File: src/rtl/bulkin_pkg.sv
package bulkin_pkg;
   // Framing settings gathered from the port pins
   typedef struct packed {
      logic [3:0] data_bits;
      logic       parity_en;
      logic       two_stop;
   } frame_cfg_t;

   // Decision presented to the host side
   typedef struct packed {
      logic valid;
      logic ack;
   } rsp_flags_t;

   localparam int unsigned START_BITS = 1;
endpackage

File: src/rtl/bulkin_char_len.sv
module bulkin_char_len
   import bulkin_pkg::*;
#(
   parameter int unsigned MIN_DATA         = 5,
   parameter int unsigned MAX_DATA         = 9,
   parameter bit          PARITY_ON_WIDEST = 1'b0,
   parameter int unsigned CL_W             = 4
) (
   input  frame_cfg_t       cfg,
   output logic [CL_W-1:0]  char_len
);
   logic [3:0] data_eff;
   logic       par_bit;

   always_comb begin
      if (cfg.data_bits < 4'(MIN_DATA))
         data_eff = 4'(MIN_DATA);
      else if (cfg.data_bits > 4'(MAX_DATA))
         data_eff = 4'(MAX_DATA);
      else
         data_eff = cfg.data_bits;
   end

   generate
      if (PARITY_ON_WIDEST) begin : g_par_always
         assign par_bit = cfg.parity_en;
      end else begin : g_par_drop_widest
         assign par_bit = cfg.parity_en && (data_eff != 4'(MAX_DATA));
      end
   endgenerate

   always_comb begin
      char_len = CL_W'(START_BITS) + CL_W'(data_eff) + CL_W'(par_bit)
               + (cfg.two_stop ? CL_W'(2) : CL_W'(1));
   end
endmodule

File: src/rtl/bulkin_idle_timer.sv
module bulkin_idle_timer #(
   parameter int unsigned IDLE_CHARS = 3,
   parameter int unsigned CL_W       = 4,
   parameter int unsigned TMR_W      = 6,
   parameter int unsigned SAT_VAL    = 40
) (
   input  logic             clk,
   input  logic             rst_n,
   input  logic             char_done,
   input  logic             bit_tick,
   input  logic [CL_W-1:0]  char_len,
   output logic             expired
);
   logic [TMR_W-1:0] tick_cnt;
   logic [TMR_W-1:0] window;
   logic             at_sat;

   assign at_sat = (tick_cnt == TMR_W'(SAT_VAL));
   assign window = TMR_W'(IDLE_CHARS) * TMR_W'(char_len);

   always_ff @(posedge clk) begin
      if (!rst_n)
         tick_cnt <= '0;
      else if (char_done)
         tick_cnt <= '0;
      else if (bit_tick && !at_sat)
         tick_cnt <= tick_cnt + TMR_W'(1);
   end

   assign expired = (tick_cnt > window);
endmodule

File: src/rtl/bulkin_rsp_sel.sv
module bulkin_rsp_sel
   import bulkin_pkg::*;
#(
   parameter int unsigned CNT_W    = 9,
   parameter int unsigned MAX_PKT  = 64,
   parameter int unsigned LEN_W    = 7,
   parameter bit          REG_RESP = 1'b1
) (
   input  logic             clk,
   input  logic             rst_n,
   input  logic             req_strobe,
   input  logic [CNT_W-1:0] fifo_count,
   input  logic             low_lat_en,
   input  logic             expired,
   output logic             rsp_valid,
   output logic             rsp_ack,
   output logic [LEN_W-1:0] rsp_len
);
   logic             is_empty;
   logic             is_full;
   logic             short_ok;
   rsp_flags_t       nxt_flags;
   logic [LEN_W-1:0] nxt_len;

   assign is_empty = (fifo_count == '0);
   assign is_full  = (fifo_count >= CNT_W'(MAX_PKT));
   assign short_ok = low_lat_en || expired;

   always_comb begin
      nxt_flags = '0;
      nxt_len   = '0;
      if (req_strobe) begin
         nxt_flags.valid = 1'b1;
         if (!is_empty) begin
            if (is_full) begin
               nxt_flags.ack = 1'b1;
               nxt_len       = LEN_W'(MAX_PKT);
            end else if (short_ok) begin
               nxt_flags.ack = 1'b1;
               nxt_len       = LEN_W'(fifo_count);
            end
         end
      end
   end

   generate
      if (REG_RESP) begin : g_registered
         rsp_flags_t       flags_q;
         logic [LEN_W-1:0] len_q;
         always_ff @(posedge clk) begin
            if (!rst_n) begin
               flags_q <= '0;
               len_q   <= '0;
            end else begin
               flags_q <= nxt_flags;
               len_q   <= nxt_len;
            end
         end
         assign rsp_valid = flags_q.valid;
         assign rsp_ack   = flags_q.ack;
         assign rsp_len   = len_q;
      end else begin : g_direct
         logic unused_clk;
         assign unused_clk = clk ^ rst_n;
         assign rsp_valid  = nxt_flags.valid;
         assign rsp_ack    = nxt_flags.ack;
         assign rsp_len    = nxt_len;
      end
   endgenerate
endmodule

File: src/rtl/bulkin_ready_ctl.sv
module bulkin_ready_ctl
   import bulkin_pkg::*;
#(
   parameter int unsigned CNT_W            = 9,
   parameter int unsigned MAX_PKT          = 64,
   parameter int unsigned IDLE_CHARS       = 3,
   parameter int unsigned MIN_DATA         = 5,
   parameter int unsigned MAX_DATA         = 9,
   parameter bit          PARITY_ON_WIDEST = 1'b0,
   parameter bit          REG_RESP         = 1'b1,
   parameter int unsigned LEN_W            = $clog2(MAX_PKT + 1)
) (
   input  logic             clk,
   input  logic             rst_n,
   input  logic [CNT_W-1:0] fifo_count,
   input  logic             char_done,
   input  logic             bit_tick,
   input  logic [3:0]       data_bits,
   input  logic             parity_en,
   input  logic             two_stop,
   input  logic             low_lat_en,
   input  logic             req_strobe,
   output logic             rsp_valid,
   output logic             rsp_ack,
   output logic [LEN_W-1:0] rsp_len
);
   localparam int unsigned MAX_CHAR = START_BITS + MAX_DATA + 1 + 2;
   localparam int unsigned CL_W     = $clog2(MAX_CHAR + 1);
   localparam int unsigned SAT_VAL  = IDLE_CHARS * MAX_CHAR + 1;
   localparam int unsigned TMR_W    = $clog2(SAT_VAL + 1);

   // Elaboration-time parameter checks
   if (MAX_PKT < 1) begin : g_bad_pkt
      $error("MAX_PKT must be at least 1");
   end
   if ((1 << CNT_W) <= MAX_PKT) begin : g_bad_cnt
      $error("CNT_W too narrow to hold MAX_PKT");
   end
   if (MIN_DATA > MAX_DATA || MAX_DATA > 15) begin : g_bad_data
      $error("data bit range invalid");
   end
   if (IDLE_CHARS < 1) begin : g_bad_idle
      $error("IDLE_CHARS must be at least 1");
   end
   if ((1 << LEN_W) <= MAX_PKT) begin : g_bad_len
      $error("LEN_W too narrow for MAX_PKT");
   end

   frame_cfg_t       cfg;
   logic [CL_W-1:0]  char_len;
   logic             expired;

   assign cfg = '{data_bits: data_bits, parity_en: parity_en, two_stop: two_stop};

   bulkin_char_len #(
      .MIN_DATA         (MIN_DATA),
      .MAX_DATA         (MAX_DATA),
      .PARITY_ON_WIDEST (PARITY_ON_WIDEST),
      .CL_W             (CL_W)
   ) u_len (
      .cfg      (cfg),
      .char_len (char_len)
   );

   bulkin_idle_timer #(
      .IDLE_CHARS (IDLE_CHARS),
      .CL_W       (CL_W),
      .TMR_W      (TMR_W),
      .SAT_VAL    (SAT_VAL)
   ) u_idle (
      .clk       (clk),
      .rst_n     (rst_n),
      .char_done (char_done),
      .bit_tick  (bit_tick),
      .char_len  (char_len),
      .expired   (expired)
   );

   bulkin_rsp_sel #(
      .CNT_W    (CNT_W),
      .MAX_PKT  (MAX_PKT),
      .LEN_W    (LEN_W),
      .REG_RESP (REG_RESP)
   ) u_sel (
      .clk        (clk),
      .rst_n      (rst_n),
      .req_strobe (req_strobe),
      .fifo_count (fifo_count),
      .low_lat_en (low_lat_en),
      .expired    (expired),
      .rsp_valid  (rsp_valid),
      .rsp_ack    (rsp_ack),
      .rsp_len    (rsp_len)
   );
endmodule

File: config.mk
export PLATFORM = sky130hd
export DESIGN_NAME = bulkin_ready_ctl
export DESIGN_NICKNAME = d
export VERILOG_FILES = /design/src/rtl/bulkin_pkg.sv /design/src/rtl/bulkin_char_len.sv /design/src/rtl/bulkin_idle_timer.sv /design/src/rtl/bulkin_rsp_sel.sv /design/src/rtl/bulkin_ready_ctl.sv
export SDC_FILE = /design/constraint.sdc
export NUM_CORES = 1
export LEC_CHECK = 0
export BUFFER_PORTS_ARGS = -buffer_cell sky130_fd_sc_hd__buf_4
export CAP_MARGIN = 20
export CORE_MARGIN = 5
export CORE_UTILIZATION = 54
export DETAILED_ROUTE_END_ITERATION = 10
export GPL_TIMING_DRIVEN = 0
export HOLD_SLACK_MARGIN = 0.08
export PLACE_DENSITY = 0.85
export SLEW_MARGIN = 15
export SYNTH_ARGS = -nofsm -noshare
export SYNTH_HDL_FRONTEND = slang
export SYNTH_SLANG_ARGS = --single-unit
File: constraint.sdc
create_clock -name clk -period 10.9 [get_ports clk]
set_input_delay 0.545 -clock clk [delete_from_list [all_inputs] [get_ports clk]]
set_output_delay 0.545 -clock clk [all_outputs]
set_load 0.01 [all_outputs]
**Word-level counts from Yosys, hierarchy flattened**

Cells that the tools add are included.

- Register bits: 15
- Input port bits: 21
- Output and inout bits: 9
- Word-level logic and storage cells: 36

- Add/sub/neg operators: 4
- Multiply operators: 1
- $lt $le $gt $ge: 4
- Eq/ne operators: 2
- Multiplexer cells: 9
- Bitwise gates (word level): 3
- Reductions and logical operators: 8

Operators with widths:

| operator | number |
|---|---|
| 7-bit 2-to-1 mux | 2 |
| 9-bit by 7-bit greater-or-equal comparator with 1-bit output (second input constant) | 1 |
| 9-bit zero test | 1 |
| 4-bit 2-to-1 mux | 2 |
| 6-bit by 1-bit adder with 6-bit output (second input constant) | 1 |
| 6-bit equality test (second input constant) | 1 |
| 6-bit greater-than comparator | 1 |
| 2-bit by 4-bit multiplier with 6-bit output (first input constant) | 1 |
| 5-bit OR reduction | 1 |
| 1-bit by 4-bit adder with 4-bit output (first input constant) | 1 |
| 4-bit by 1-bit adder with 4-bit output | 1 |
| 4-bit adder | 1 |
| 4-bit greater-than comparator (second input constant) | 1 |
| 4-bit by 3-bit less-than comparator with 1-bit output (second input constant) | 1 |
| 2-bit 2-to-1 mux | 2 |
| 4-bit inequality test (second input constant) | 1 |
| 1-bit 2-to-1 mux | 3 |
| 1-bit NOT | 3 |
| 3-bit OR reduction | 1 |
| 1-bit logical AND | 2 |
| 2-bit OR reduction | 1 |
| 1-bit zero test | 1 |
| 1-bit logical OR | 1 |

**Logic depth before layout (Yosys ltp)**

- Word-level depth: 14
- Mapped depth: 18
- Gate-level depth less buffers: 18

**By module**

Synthesis repeated with hierarchy kept, for this count alone.

- Cells, all modules: 107
- Area total of the unflattened synthesis: 1014.7 µm²

Modules (own cells, without submodules):

| module | times used | cells an instance | area an instance (µm²) | seq. area each (µm²) |
|---|---|---|---|---|
| bulkin_idle_timer | 1 | 64 | 554.3 | 120.1 |
| bulkin_rsp_sel | 1 | 22 | 282.8 | 180.2 |
| bulkin_char_len | 1 | 21 | 177.7 | 0.0 |

**Worst setup path before layout**

No wires, ideal clock.

- Kind: input to register
- Start: in data_bits[3]
- End: reg u_sel.g_registered.len_q[0] (netlist: u_sel.rsp_len[0])
- Library setup time: 0.060 ns
- Data arrival time: 3.780 ns
- Data required time: 10.840 ns
- Slack: 7.061 ns
- Stages on the path: 18
- Buffers on the path: 0
- Path through: inv_1 > and3_1 > a21oi_1 > nor2_1 > ha_1 > inv_1 > ha_1 > fa_1 > xor2_1 > ha_1 > a21o_1 > a21oi_1 > xor2_1 > ha_1 > nand4_2 > o21bai_4 > a311oi_2 > and2_1

- Cells in the longest elaborated chain, start to end: 12
- Elaborated cells on any way between the ends: 14
- Classes of those cells: add/sub: 3; mul: 1; order compare: 3; eq/ne: 1; mux: 2; bitwise: 1; reduce/logical: 3

RTL lines:

| element | RTL line | RTL |
|---|---|---|
| start, declared | bulkin_ready_ctl.sv:18 | `input logic [3:0] data_bits,` |
| 4-bit greater-than comparator | bulkin_char_len.sv:18 | `else if (cfg.data_bits > 4'(MAX_DATA))` |
| 4-bit 2-to-1 mux | bulkin_char_len.sv:18 |  |
| 4-bit 2-to-1 mux (*) | bulkin_char_len.sv:16 | `if (cfg.data_bits < 4'(MIN_DATA))` |
| branches (longest 2 deep; another with 1-bit by 4-bit adder with 4-bit output) | - |  |
| 4-bit by 1-bit adder with 4-bit output (*) | bulkin_char_len.sv:33 | `char_len = CL_W'(START_BITS) + CL_W'(data_eff) + CL_W'(par_bit)` |
| 4-bit adder (*) | bulkin_char_len.sv:34 | `+ (cfg.two_stop ? CL_W'(2) : CL_W'(1));` |
| 2-bit by 4-bit multiplier with 6-bit output (*) | bulkin_idle_timer.sv:19 | `assign window = TMR_W'(IDLE_CHARS) * TMR_W'(char_len);` |
| 6-bit greater-than comparator (*) | bulkin_idle_timer.sv:30 | `assign expired = (tick_cnt > window);` |
| 1-bit logical OR (*) | bulkin_rsp_sel.sv:27 | `assign short_ok = low_lat_en \|\| expired;` |
| 1-bit NOT (no line) (*) | - |  |
| 5-bit OR reduction (no line) (*) | - |  |
| end signal, assigned | bulkin_rsp_sel.sv:56 | `len_q <= nxt_len;` |
| end, declared | bulkin_rsp_sel.sv:49 | `logic [LEN_W-1:0] len_q;` |

Every way passes the cells marked *.
A chain may end at the register's enable or synchronous reset.

**Worst setup path in the final report**

- Start: in data_bits[3]
- End: reg u_sel.g_registered.len_q[3] (netlist: u_sel.rsp_len[3])

Same word-level chain as after synthesis.

==> results.sh <==
export IMPL_ios=30
export IMPL_drt_iter0_drc=10
export IMPL_cts_setup_buffers=0
export IMPL_rsz0062_at_grt="no"
export IMPL_finalSetupTns_ns=0
export IMPL_ctsHoldBuffers=0
export IMPL_slew_headroom_pct=72.80
export IMPL_yosysTopAreaCell="dfxtp_1"
export IMPL_p_total_uw=139.0
export IMPL_cts_tree="yes"
export IMPL_syn_avg_cell_area_um2=9.654
export IMPL_ant_nets=0
export IMPL_start_util_pct=57.03
export IMPL_hp_class="input pin to register"
export IMPL_max_cap_violations=0
export IMPL_ys_seq_area_share_pct=30.50
export IMPL_ys_ff_latch=15
export IMPL_yosys_warnings=0
export IMPL_grt_ovfl_total=0
export IMPL_regArea_um2=300.3
export IMPL_leakagePower_nw=0.6164
export IMPL_setup_violations=0
export IMPL_antenna_found_initial=0
export IMPL_synth_nets=142
export IMPL_pwr_share_comb_pct=37.0
export IMPL_max_slew_worst_pin_slew_ns=0.4066
export IMPL_clock_sinks=15
export IMPL_vias=834
export IMPL_first_global_vias=856
export IMPL_layout_min_cycle_time_ns=3.991
export IMPL_area_delta_synth_final_pct=27.95
export IMPL_powerDensity_mw_per_mm2=110.3
export IMPL_route_detailed_wl_per_inst_um=12.44
export IMPL_p_sw_share_pct=31.23
export IMPL_h_tree_depth=1
export IMPL_clock_power_share_pct=22.4
export IMPL_gp_congestion=0.7300
export IMPL_finalClockSkew_ns=0.005923
export IMPL_die_x_um=52.70
export IMPL_synthTopCellsByArea="dfxtp_1, ha_1, fa_1, and2_1, xor2_1"
export IMPL_crit_required_ns=11.13
export IMPL_dpl_cell_area_mm2=0.001234
export IMPL_drc=0
export IMPL_cts_buffers=3
export IMPL_numPlacedInstances=156
export IMPL_path_cells="buf_4 > inv_1 > and3_1 > a21oi_1 > nor2_1 > ha_1 > inv_1 > ha_1 > fa_1 > xor2_1 > ha_1 > a21o_1 > a21oi_1 > xor2_1 > ha_1 > nand4_2 > o21bai_4 > a311oi_2 > and2_1"
export IMPL_startpoint_type="input pin"
export IMPL_crit_path_end_kind="register"
export IMPL_die_area_mm2=0.002777
export IMPL_crit_buf_inv=3
export IMPL_grt_max_degree=9
export IMPL_cp_top_family="adder cells"
export IMPL_seqPwrFrac_pct=40.6
export IMPL_fin_nets=176
export IMPL_cpMostUsedCell="ha_1"
export IMPL_num_rows=15
export IMPL_cts_max_path_buffers=2
export IMPL_crit_path_max_incr_delay_ns=0.39
export IMPL_finalInstanceArea_mm2=0.001260
export IMPL_fmax_ghz=0.2506
export IMPL_synthArstFlopShare_pct=0
export IMPL_period_share_pct=36.62
export IMPL_drv_slew=0
export IMPL_routed_via_density=5.213
export IMPL_switchingPower_uw=43.41
export IMPL_status="finished, final reports clean"
export IMPL_p_int_uw=95.60
export IMPL_multi_input_area_um2=650.6
export IMPL_synth_distinct_cells=31
export IMPL_ctsResizeCount=0
export IMPL_hold_viol=0
export IMPL_fillers=133
export IMPL_yosysTopAreaCellShare_pct=30.50
export IMPL_ir_worst_vdd_uv=59.41
export IMPL_ys_flop_type="dfxtp_1"
export IMPL_dp_final_hpwl_mm=1.721
export IMPL_fin_cells=160
export IMPL_critical_path_class="input pin to register"
export IMPL_ctsRootBufferMaster="clkbuf_4"
export IMPL_postSynthCellCount=102
export IMPL_grt_util_all_layers_pct=16.77
export IMPL_grt_pass1_wl_mm=3.408
export IMPL_synth_commonest_cells="ha_1, dfxtp_1, inv_1"
export IMPL_dr_pass1_iters=3
export IMPL_drt_total_wl_mm=1.990
export IMPL_io_buffer_count=29
export IMPL_synth_edf_count=0
export IMPL_diodes=0
export IMPL_drive_above_1_share_pct=26.67
export IMPL_synthesis_area_um2=984.7
export IMPL_cts_clk_slew_worst_paths_ns=0.08
export IMPL_arrival_ns=4.22
export IMPL_synth_most_common_cell="ha_1"
export IMPL_die_h_um=52.70
export IMPL_path_max_fanout=6
export IMPL_clock_latency_ns=0.28
export IMPL_slowest_stage="fa_1"
export IMPL_coreArea_mm2=0.001727
-- power by group through the flow --
stage | clock network [mW] | registers (mW) | logic [mW]
global route | 0.0358 | 0.0567 | 0.0586
floorplan | 0 | 0.0582 | 0.0360
finish | 0.0311 | 0.0565 | 0.0514
global placement | 0 | 0.0578 | 0.0486
CTS | 0.0320 | 0.0565 | 0.0521
detailed placement | 0 | 0.0578 | 0.0518
-- state kept, by name, summed over array words and instances (netlist names) --
signal           flops
u_sel.rsp_len        7
u_idle.tick_cnt      6
u_sel.rsp_ack        1
u_sel.rsp_valid      1
-- logic make-up after synthesis --
| logic type | after synthesis | synth area share [%] |
|---|---|---|
| muxes | 1 | 1.017 |
| xor gates and xnor gates | 7 | 6.226 |
| and+or+nand+nor | 33 | 18.55 |
| adders and majority gates | 19 | 25.67 |
| AOI/OAI and AO/OA | 18 | 14.61 |
| buffers and inverters | 9 | 3.431 |
| DFF | 15 | 30.50 |
-- worst paths after layout --
| path | slack, ns | endpoint | cells after the start | from |
|---|---|---|---|---|
| min | 0.47 | u_sel.rsp_len[1]$_SDFF_PP0_ | 2 | fifo_count[1] |
| min reg2reg | 0.52 | u_idle.tick_cnt[5]$_SDFFE_PP0P_ | 2 | u_idle.tick_cnt[5]$_SDFFE_PP0P_ |
| max | 6.91 | u_sel.rsp_len[3]$_SDFF_PP0_ | 19 | data_bits[3] |
| max reg2reg | 9.26 | u_sel.rsp_len[3]$_SDFF_PP0_ | 5 | u_idle.tick_cnt[3]$_SDFFE_PP0P_ |
-- through the flow --
step                      worst slack, ns  utilization [%]  hold WS [ns]
after floorplan                     7.061                -        0.4702
after global placement              6.726            71.45        0.4964
after detailed placement            6.580            71.45        0.5120
after CTS                           6.869            72.97        0.4643
after global routing                6.613            72.97        0.4658
final                               6.909            72.97        0.4749
-- cell usage in the layout, fill, tap and decap left out, types with 2 or more instances in the layout --
master,n
fa_1,2
nor2_1,7
ha_1,17
and2_1,6
xnor2_1,3
a21oi_1,6
a21o_1,4
dfxtp_1,15
nand2_1,6
nor2b_1,2
or3_1,2
buf_4,29
inv_1,9
xor2_1,4
nand4_1,2
clkbuf_4,3
-- area by class of cell --
class / count / area share [%]
multi-input combinational: 78 / 51.64
timing repair buffer: 29 / 17.28
inverter: 9 / 2.681
sequential: 15 / 23.83
tap: 25 / 2.483
clock buffer: 4 / 2.085
-- worst register-to-register path, delay by kind of cell, from the launching register on --
kind	cells	cell delay (ns)
flops	1	0.38
compound gates	2	0.56
simple gates	2	0.31
fa+ha+maj	1	0.34
-- per-layer routing --
| layer | global-route usage, % | wire length (µm) | share of wire [%] |
|---|---|---|---|
| met1 | 18.90 | 852 | 43 |
| met2 | 28.93 | 968 | 49 |
| met3 | 4.558 | 138 | 6.9 |
| met4 | 7.660 | 30 | 1.5 |
| met5 | 0 | 0 | 0 |
Note: power is estimated with default switching activity, not from simulation.
